**config.mk**
```make
export PLATFORM = sky130hd
export DESIGN_NAME = inb_io_router
export DESIGN_NICKNAME = d
export VERILOG_FILES = /design/src/rtl/inb_io_pkg.sv /design/src/rtl/inb_io_win_cmp.sv /design/src/rtl/inb_io_prio.sv /design/src/rtl/inb_io_decide.sv /design/src/rtl/inb_io_router.sv
export SDC_FILE = /design/constraint.sdc
export NUM_CORES = 1
export LEC_CHECK = 0
export BUFFER_PORTS_ARGS = -buffer_cell sky130_fd_sc_hd__buf_2
export CORE_MARGIN = 10
export CORE_UTILIZATION = 35
export DETAILED_ROUTE_END_ITERATION = 7
export PLACE_DENSITY = 0.69
export RECOVER_POWER = 25
export SLEW_MARGIN = 20
export SYNTH_ARGS = -nofsm -noshare
export SYNTH_HDL_FRONTEND = slang
export SYNTH_SLANG_ARGS = --single-unit
```
**constraint.sdc**
```tcl
create_clock -name clk -period 3.4 [get_ports clk]
set_input_delay 0.68 -clock clk [delete_from_list [all_inputs] [get_ports clk]]
set_output_delay 0.68 -clock clk [all_outputs]
set_load 0.01 [all_outputs]
```
**src/rtl/inb_io_pkg.sv**
```systemverilog
package inb_io_pkg;

  typedef enum logic [1:0] {
    DEST_UPLINK = 2'd0,
    DEST_PORT   = 2'd1,
    DEST_BRIDGE = 2'd2,
    DEST_ABORT  = 2'd3
  } route_dest_t;

  localparam int unsigned IO_SPACE_BITS = 16;

  localparam logic [IO_SPACE_BITS-1:0] VGA_MONO_LO  = 16'h03B0;
  localparam logic [IO_SPACE_BITS-1:0] VGA_MONO_HI  = 16'h03BB;
  localparam logic [IO_SPACE_BITS-1:0] VGA_COLOR_LO = 16'h03C0;
  localparam logic [IO_SPACE_BITS-1:0] VGA_COLOR_HI = 16'h03DF;

endpackage

```
**src/rtl/inb_io_win_cmp.sv**
```systemverilog
module inb_io_win_cmp #(
  parameter int unsigned IO_W = 16
) (
  input  logic [IO_W-1:0] addr,
  input  logic [IO_W-1:0] win_base,
  input  logic [IO_W-1:0] win_limit,
  output logic            hit
);
  // Inclusive at both ends; an inverted window cannot satisfy both compares.
  always_comb begin
    hit = (addr >= win_base) && (addr <= win_limit);
  end
endmodule

```
**src/rtl/inb_io_prio.sv**
```systemverilog
module inb_io_prio #(
  parameter int unsigned N  = 4,
  parameter int unsigned IW = 2
) (
  input  logic [N-1:0]  req,
  output logic          any,
  output logic [IW-1:0] idx
);
  always_comb begin
    any = 1'b0;
    idx = '0;
    for (int i = N - 1; i >= 0; i--) begin
      if (req[i]) begin
        any = 1'b1;
        idx = IW'(i);
      end
    end
  end
endmodule

```
**src/rtl/inb_io_decide.sv**
```systemverilog
module inb_io_decide
  import inb_io_pkg::*;
#(
  parameter int unsigned NPORTS = 4,
  parameter int unsigned IO_W   = 16,
  parameter int unsigned PIDX_W = 2
) (
  input  logic [IO_W-1:0]   io_addr,
  input  logic              addr_high,
  input  logic              io_en,
  input  logic              vga_up,
  input  logic              bridge_subtr,
  input  logic              in_loc,
  input  logic              in_glb,
  input  logic [NPORTS-1:0] vga_claim,
  input  logic [NPORTS-1:0] port_hit,
  output route_dest_t       dest,
  output logic [PIDX_W-1:0] port
);

  logic              claim_any;
  logic [PIDX_W-1:0] claim_idx;
  logic              hit_any;
  logic [PIDX_W-1:0] hit_idx;
  logic              is_vga;
  route_dest_t       fallback;

  inb_io_prio #(.N(NPORTS), .IW(PIDX_W)) u_claim_prio (
    .req (vga_claim),
    .any (claim_any),
    .idx (claim_idx)
  );

  inb_io_prio #(.N(NPORTS), .IW(PIDX_W)) u_hit_prio (
    .req (port_hit),
    .any (hit_any),
    .idx (hit_idx)
  );

  always_comb begin
    is_vga = ((io_addr >= VGA_MONO_LO)  && (io_addr <= VGA_MONO_HI)) ||
             ((io_addr >= VGA_COLOR_LO) && (io_addr <= VGA_COLOR_HI));
    fallback = bridge_subtr ? DEST_BRIDGE : DEST_ABORT;
  end

  always_comb begin
    dest = DEST_ABORT;
    port = '0;
    if (!io_en || addr_high) begin
      dest = DEST_ABORT;
    end else if (is_vga) begin
      if (vga_up || (!in_loc && in_glb)) begin
        dest = DEST_UPLINK;
      end else if (claim_any) begin
        dest = DEST_PORT;
        port = claim_idx;
      end else if (hit_any) begin
        dest = DEST_PORT;
        port = hit_idx;
      end else begin
        dest = fallback;
      end
    end else if (in_loc) begin
      if (hit_any) begin
        dest = DEST_PORT;
        port = hit_idx;
      end else begin
        dest = fallback;
      end
    end else if (in_glb) begin
      dest = DEST_UPLINK;
    end else begin
      dest = fallback;
    end
  end

endmodule

```
**src/rtl/inb_io_router.sv**
```systemverilog
module inb_io_router
  import inb_io_pkg::*;
#(
  parameter int unsigned NPORTS = 4,
  parameter int unsigned ADDR_W = 32,
  localparam int unsigned IO_W   = IO_SPACE_BITS,
  localparam int unsigned PIDX_W = (NPORTS > 1) ? $clog2(NPORTS) : 1
) (
  input  logic                   clk,
  input  logic                   rst_n,
  input  logic                   req_valid,
  output logic                   req_ready,
  input  logic [ADDR_W-1:0]      req_addr,
  input  logic                   cfg_io_en,
  input  logic                   cfg_vga_up,
  input  logic [NPORTS-1:0]      cfg_vga_claim,
  input  logic                   cfg_bridge_subtr,
  input  logic [NPORTS*IO_W-1:0] cfg_port_base,
  input  logic [NPORTS*IO_W-1:0] cfg_port_limit,
  input  logic [IO_W-1:0]        cfg_loc_base,
  input  logic [IO_W-1:0]        cfg_loc_limit,
  input  logic [IO_W-1:0]        cfg_glb_base,
  input  logic [IO_W-1:0]        cfg_glb_limit,
  output logic                   rsp_valid,
  input  logic                   rsp_ready,
  output logic [1:0]             rsp_dest,
  output logic [PIDX_W-1:0]      rsp_port
);

  logic [IO_W-1:0]   io_addr;
  logic              addr_high;
  logic [NPORTS-1:0] port_hit;
  logic              in_loc;
  logic              in_glb;
  route_dest_t       dec_dest;
  logic [PIDX_W-1:0] dec_port;

  logic              accept;
  logic              valid_d, valid_q;
  logic [1:0]        dest_d, dest_q;
  logic [PIDX_W-1:0] port_d, port_q;

  assign io_addr   = req_addr[IO_W-1:0];
  assign addr_high = |req_addr[ADDR_W-1:IO_W];

  for (genvar p = 0; p < NPORTS; p++) begin : g_port_win
    inb_io_win_cmp #(.IO_W(IO_W)) u_win (
      .addr      (io_addr),
      .win_base  (cfg_port_base[p*IO_W +: IO_W]),
      .win_limit (cfg_port_limit[p*IO_W +: IO_W]),
      .hit       (port_hit[p])
    );
  end

  inb_io_win_cmp #(.IO_W(IO_W)) u_loc_win (
    .addr      (io_addr),
    .win_base  (cfg_loc_base),
    .win_limit (cfg_loc_limit),
    .hit       (in_loc)
  );

  inb_io_win_cmp #(.IO_W(IO_W)) u_glb_win (
    .addr      (io_addr),
    .win_base  (cfg_glb_base),
    .win_limit (cfg_glb_limit),
    .hit       (in_glb)
  );

  inb_io_decide #(.NPORTS(NPORTS), .IO_W(IO_W), .PIDX_W(PIDX_W)) u_decide (
    .io_addr      (io_addr),
    .addr_high    (addr_high),
    .io_en        (cfg_io_en),
    .vga_up       (cfg_vga_up),
    .bridge_subtr (cfg_bridge_subtr),
    .in_loc       (in_loc),
    .in_glb       (in_glb),
    .vga_claim    (cfg_vga_claim),
    .port_hit     (port_hit),
    .dest         (dec_dest),
    .port         (dec_port)
  );

  // Next-state logic for the output stage
  always_comb begin
    req_ready = !valid_q || rsp_ready;
    accept    = req_valid && req_ready;
    valid_d   = valid_q;
    dest_d    = dest_q;
    port_d    = port_q;
    if (accept) begin
      valid_d = 1'b1;
      dest_d  = dec_dest;
      port_d  = dec_port;
    end else if (rsp_ready) begin
      valid_d = 1'b0;
    end
  end

  // Output register; payload loads only on accept
  always_ff @(posedge clk or negedge rst_n) begin
    if (!rst_n) begin
      valid_q <= 1'b0;
    end else begin
      valid_q <= valid_d;
    end
  end

  always_ff @(posedge clk or negedge rst_n) begin
    if (!rst_n) begin
      dest_q <= DEST_ABORT;
      port_q <= '0;
    end else if (accept) begin
      dest_q <= dest_d;
      port_q <= port_d;
    end
  end

  assign rsp_valid = valid_q;
  assign rsp_dest  = dest_q;
  assign rsp_port  = port_q;

  p_off_abort_r1: assert property (@(posedge clk) disable iff (!rst_n)
    (req_valid && req_ready && !cfg_io_en) |=> (rsp_valid && rsp_dest == DEST_ABORT));

  p_high_abort_r2: assert property (@(posedge clk) disable iff (!rst_n)
    (req_valid && req_ready && |req_addr[ADDR_W-1:IO_W]) |=> (rsp_valid && rsp_dest == DEST_ABORT));

  p_accept_shows_r10: assert property (@(posedge clk) disable iff (!rst_n)
    (req_valid && req_ready) |=> rsp_valid);

  p_hold_r10: assert property (@(posedge clk) disable iff (!rst_n)
    (rsp_valid && !rsp_ready) |=> (rsp_valid && $stable(rsp_dest) && $stable(rsp_port)));

  p_port_zero_r11: assert property (@(posedge clk) disable iff (!rst_n)
    (rsp_valid && rsp_dest != DEST_PORT) |-> (rsp_port == '0));

endmodule

```
==> flow_summary.toml <==
[clocking]
cts-resized-gates = 0
ctsHoldBuffers = 0
clk_latency_ps = 230
cts_buffer_depth = 2
clock_sinks = 5
clk_pin_slew_ps = 30
root_buffer = "clkbuf_16"
cts_inserted_buffers = 3
post-cts-setup-buffers = 0
cts_max_level = 1
cts_tree = "built"

[logic_synthesis]
yosysMostFrequentCell = "ha_1"
ys_top_cells_by_area = "ha_1 46%, inv_1 13%, a21oi_1 5.9%, nand4_1 3.5%, a21o_1 3.2%"
synth.distinct_cells = 60
synthMuxAreaShare = 0
syn_area_um2 = 5180
synth_nets = 1117
synthArstFlopShare = 1.00
synthXorXnorAreaFrac = 0
synth_compound_area_frac = 0.225
ys.flop_type = "dfrtp_1"
synth_common_cells = "192 x ha_1, 185 x inv_1, 61 x a21oi_1"
synthCells = 690
synth_top_family_by_area = "adder cells"
synth_seq_cells = 5
synth_top_cell_by_area = "ha_1"
synthAdderAreaFrac = 0.463
synth-edff-count = 0
yosys.area.top_type_share = 0.463
avgSynthCellArea_um2 = 7.51
ys_seq_area_frac = 0.0246
synth_warnings = 0
synthSimpleGateAreaFrac = 0.152

[worst_setup_path]
required_ps = 3550
crit_arrival_ps = 3230
cp-start-kind = "input port"
crit_fanout = 7
cp-end-kind = "register"
crit_type = "in2reg"
reg2reg_slack_ps = 1900

[die]
initial_core_util = 0.357
die-height_um = 142
die_x_um = 142
rows = 44
coreArea_um2 = 14500
die_area_um2 = 20100
pin_count = 241

[final_layout]
final_nets = 1369
area_growth_pct = 30.3
fin_util = 0.465
drive_gt1_frac = 0.284
postLayoutCellArea_um2 = 6760

[sta]
finalCritPeriodShare = 0.908
setup_ws_ps = 312
layout_min_cycle_time_ps = 3090
finalHoldViolations = 0
worst_pin_slew_ps = 511
drv_slew = 0
setup_viol = 0
max_slew_margin = 0.654
fmax_mhz = 324
rsz0062_at_grt = "no"
timing.setup.tns_ps = 0
fin_skew_ps = 2.75
holdWs_ps = 301

[worst_hold_path]
hp-class = "in2async"

[route]
finalWirelength_mm = 18.9
vias = 5628
ant_nets = 0
drc = 0
drtIter0Drc = 228
drt_first_pass_iters = 5
routed_via_density = 4.98
wl_per_cell_um = 16.8

[global_route]
grt_max_degree = 14
antenna_found_initial = 3
gr-total-overflow = 0
grt_pass1_wl_mm = 29.6
grt_usage = 0.181
first_global_vias = 5862

[place]
dpl_cell_area_um2 = 6670
dpl_worst_slack_ps = 145
gp_congestion = 0.888
post-dp-hpwl_mm = 16.9
portBuffers = 240

[run]
cap_violations = 0

[status]
status = "finished, final reports clean"

[power_and_ir_drop]
cellPowerDensity_nw_per_um2 = 147
p_leak_nw = 4.22
irDropWorstVdd_mv = 0.0988
## final cells by class
class	count	area, um^2
fillers	1554	7780
multi-input cells	499	4360
repair buffers	247	1250
inverters	186	698
well taps	184	230
flip-flops and latches	5	128
clock buffers	4	78.8
diodes	4	10.0
## per-stage QoR
stage                     std cells  power [W]
final                          1129   0.000995
after CTS                      1125    0.00100
after global routing           1126    0.00112
after global placement         1121   0.000789
after detailed placement       1121   0.000801
after floorplan                 690   0.000488
## flip-flops by register name (all words and copies together) (netlist names)
register / count
rsp_dest: 2
rsp_port: 2
rsp_valid: 1
## worst paths after layout
kind | from | to | cells after the start
setup / recovery | req_addr[9] | rsp_dest[0]$_DFFE_PN1P_ | 11
min in group clk | rsp_port[0]$_DFFE_PN0P_ | rsp_port[0]$_DFFE_PN0P_ | 2
max in group asynchronous | rst_n | rsp_dest[1]$_DFFE_PN1P_ | 1
hold reg to reg | rsp_port[0]$_DFFE_PN0P_ | rsp_port[0]$_DFFE_PN0P_ | 2
setup reg to reg | rsp_valid$_DFFE_PN0P_ | rsp_dest[1]$_DFFE_PN1P_ | 6
hold / removal | rst_n | rsp_port[0]$_DFFE_PN0P_ | 1
## cells in the final DEF, fill, tap and decap left out, drive strengths merged, types with 4 or more instances in the layout
cell and n:
a21boi 4, nand3 20, a211oi 18, a21o 22, clkbuf 5, o31ai 5, nor2 15, nand2b 8
a21oi 61, inv 186, o21ai 19, and4 4, ha 192, diode 4, o211ai 7, nand4 30
nor3 5, or3 4, buf 246, nor2b 6, nand2 26, nor4 8
## kinds of logic (layout without fill, tap and decap cells)
family | after synthesis | after routing
DFF | 5 | 5
other | 0 | 4
buffers and inverters | 186 | 437
adders and majority gates | 192 | 192
AOI/OAI and AO/OA | 169 | 169
and+or+nand+nor | 138 | 138
## routing by layer
metal	up-vias	track usage	share of wire
met5	-	0	0
met4	0	0.0242	0.0088
met3	10	0.0374	0.071
met2	152	0.314	0.47
met1	2478	0.228	0.45
li1	2988	-	-
## power breakdown
| group | switching (W) | internal, W | leakage (nW) |
|---|---|---|---|
| Sequential | 0.000000367 | 0.0000608 | 0.0598 |
| Combinational | 0.000392 | 0.000349 | 4.12 |
| Clock | 0.0000376 | 0.000155 | 0.0382 |
| Total | 0.000430 | 0.000565 | 4.22 |
## worst max-delay path: stages
cell and delay, ps:
buf_2 180, buf_4 200, ha_1 300, a21oi_1 70
o21ai_0 360, a211oi_1 150, o31ai_1 260, o221ai_1 230
nor4bb_2 250, a2111o_1 370, a31oi_1 180
(Power assumes the default switching activity.)
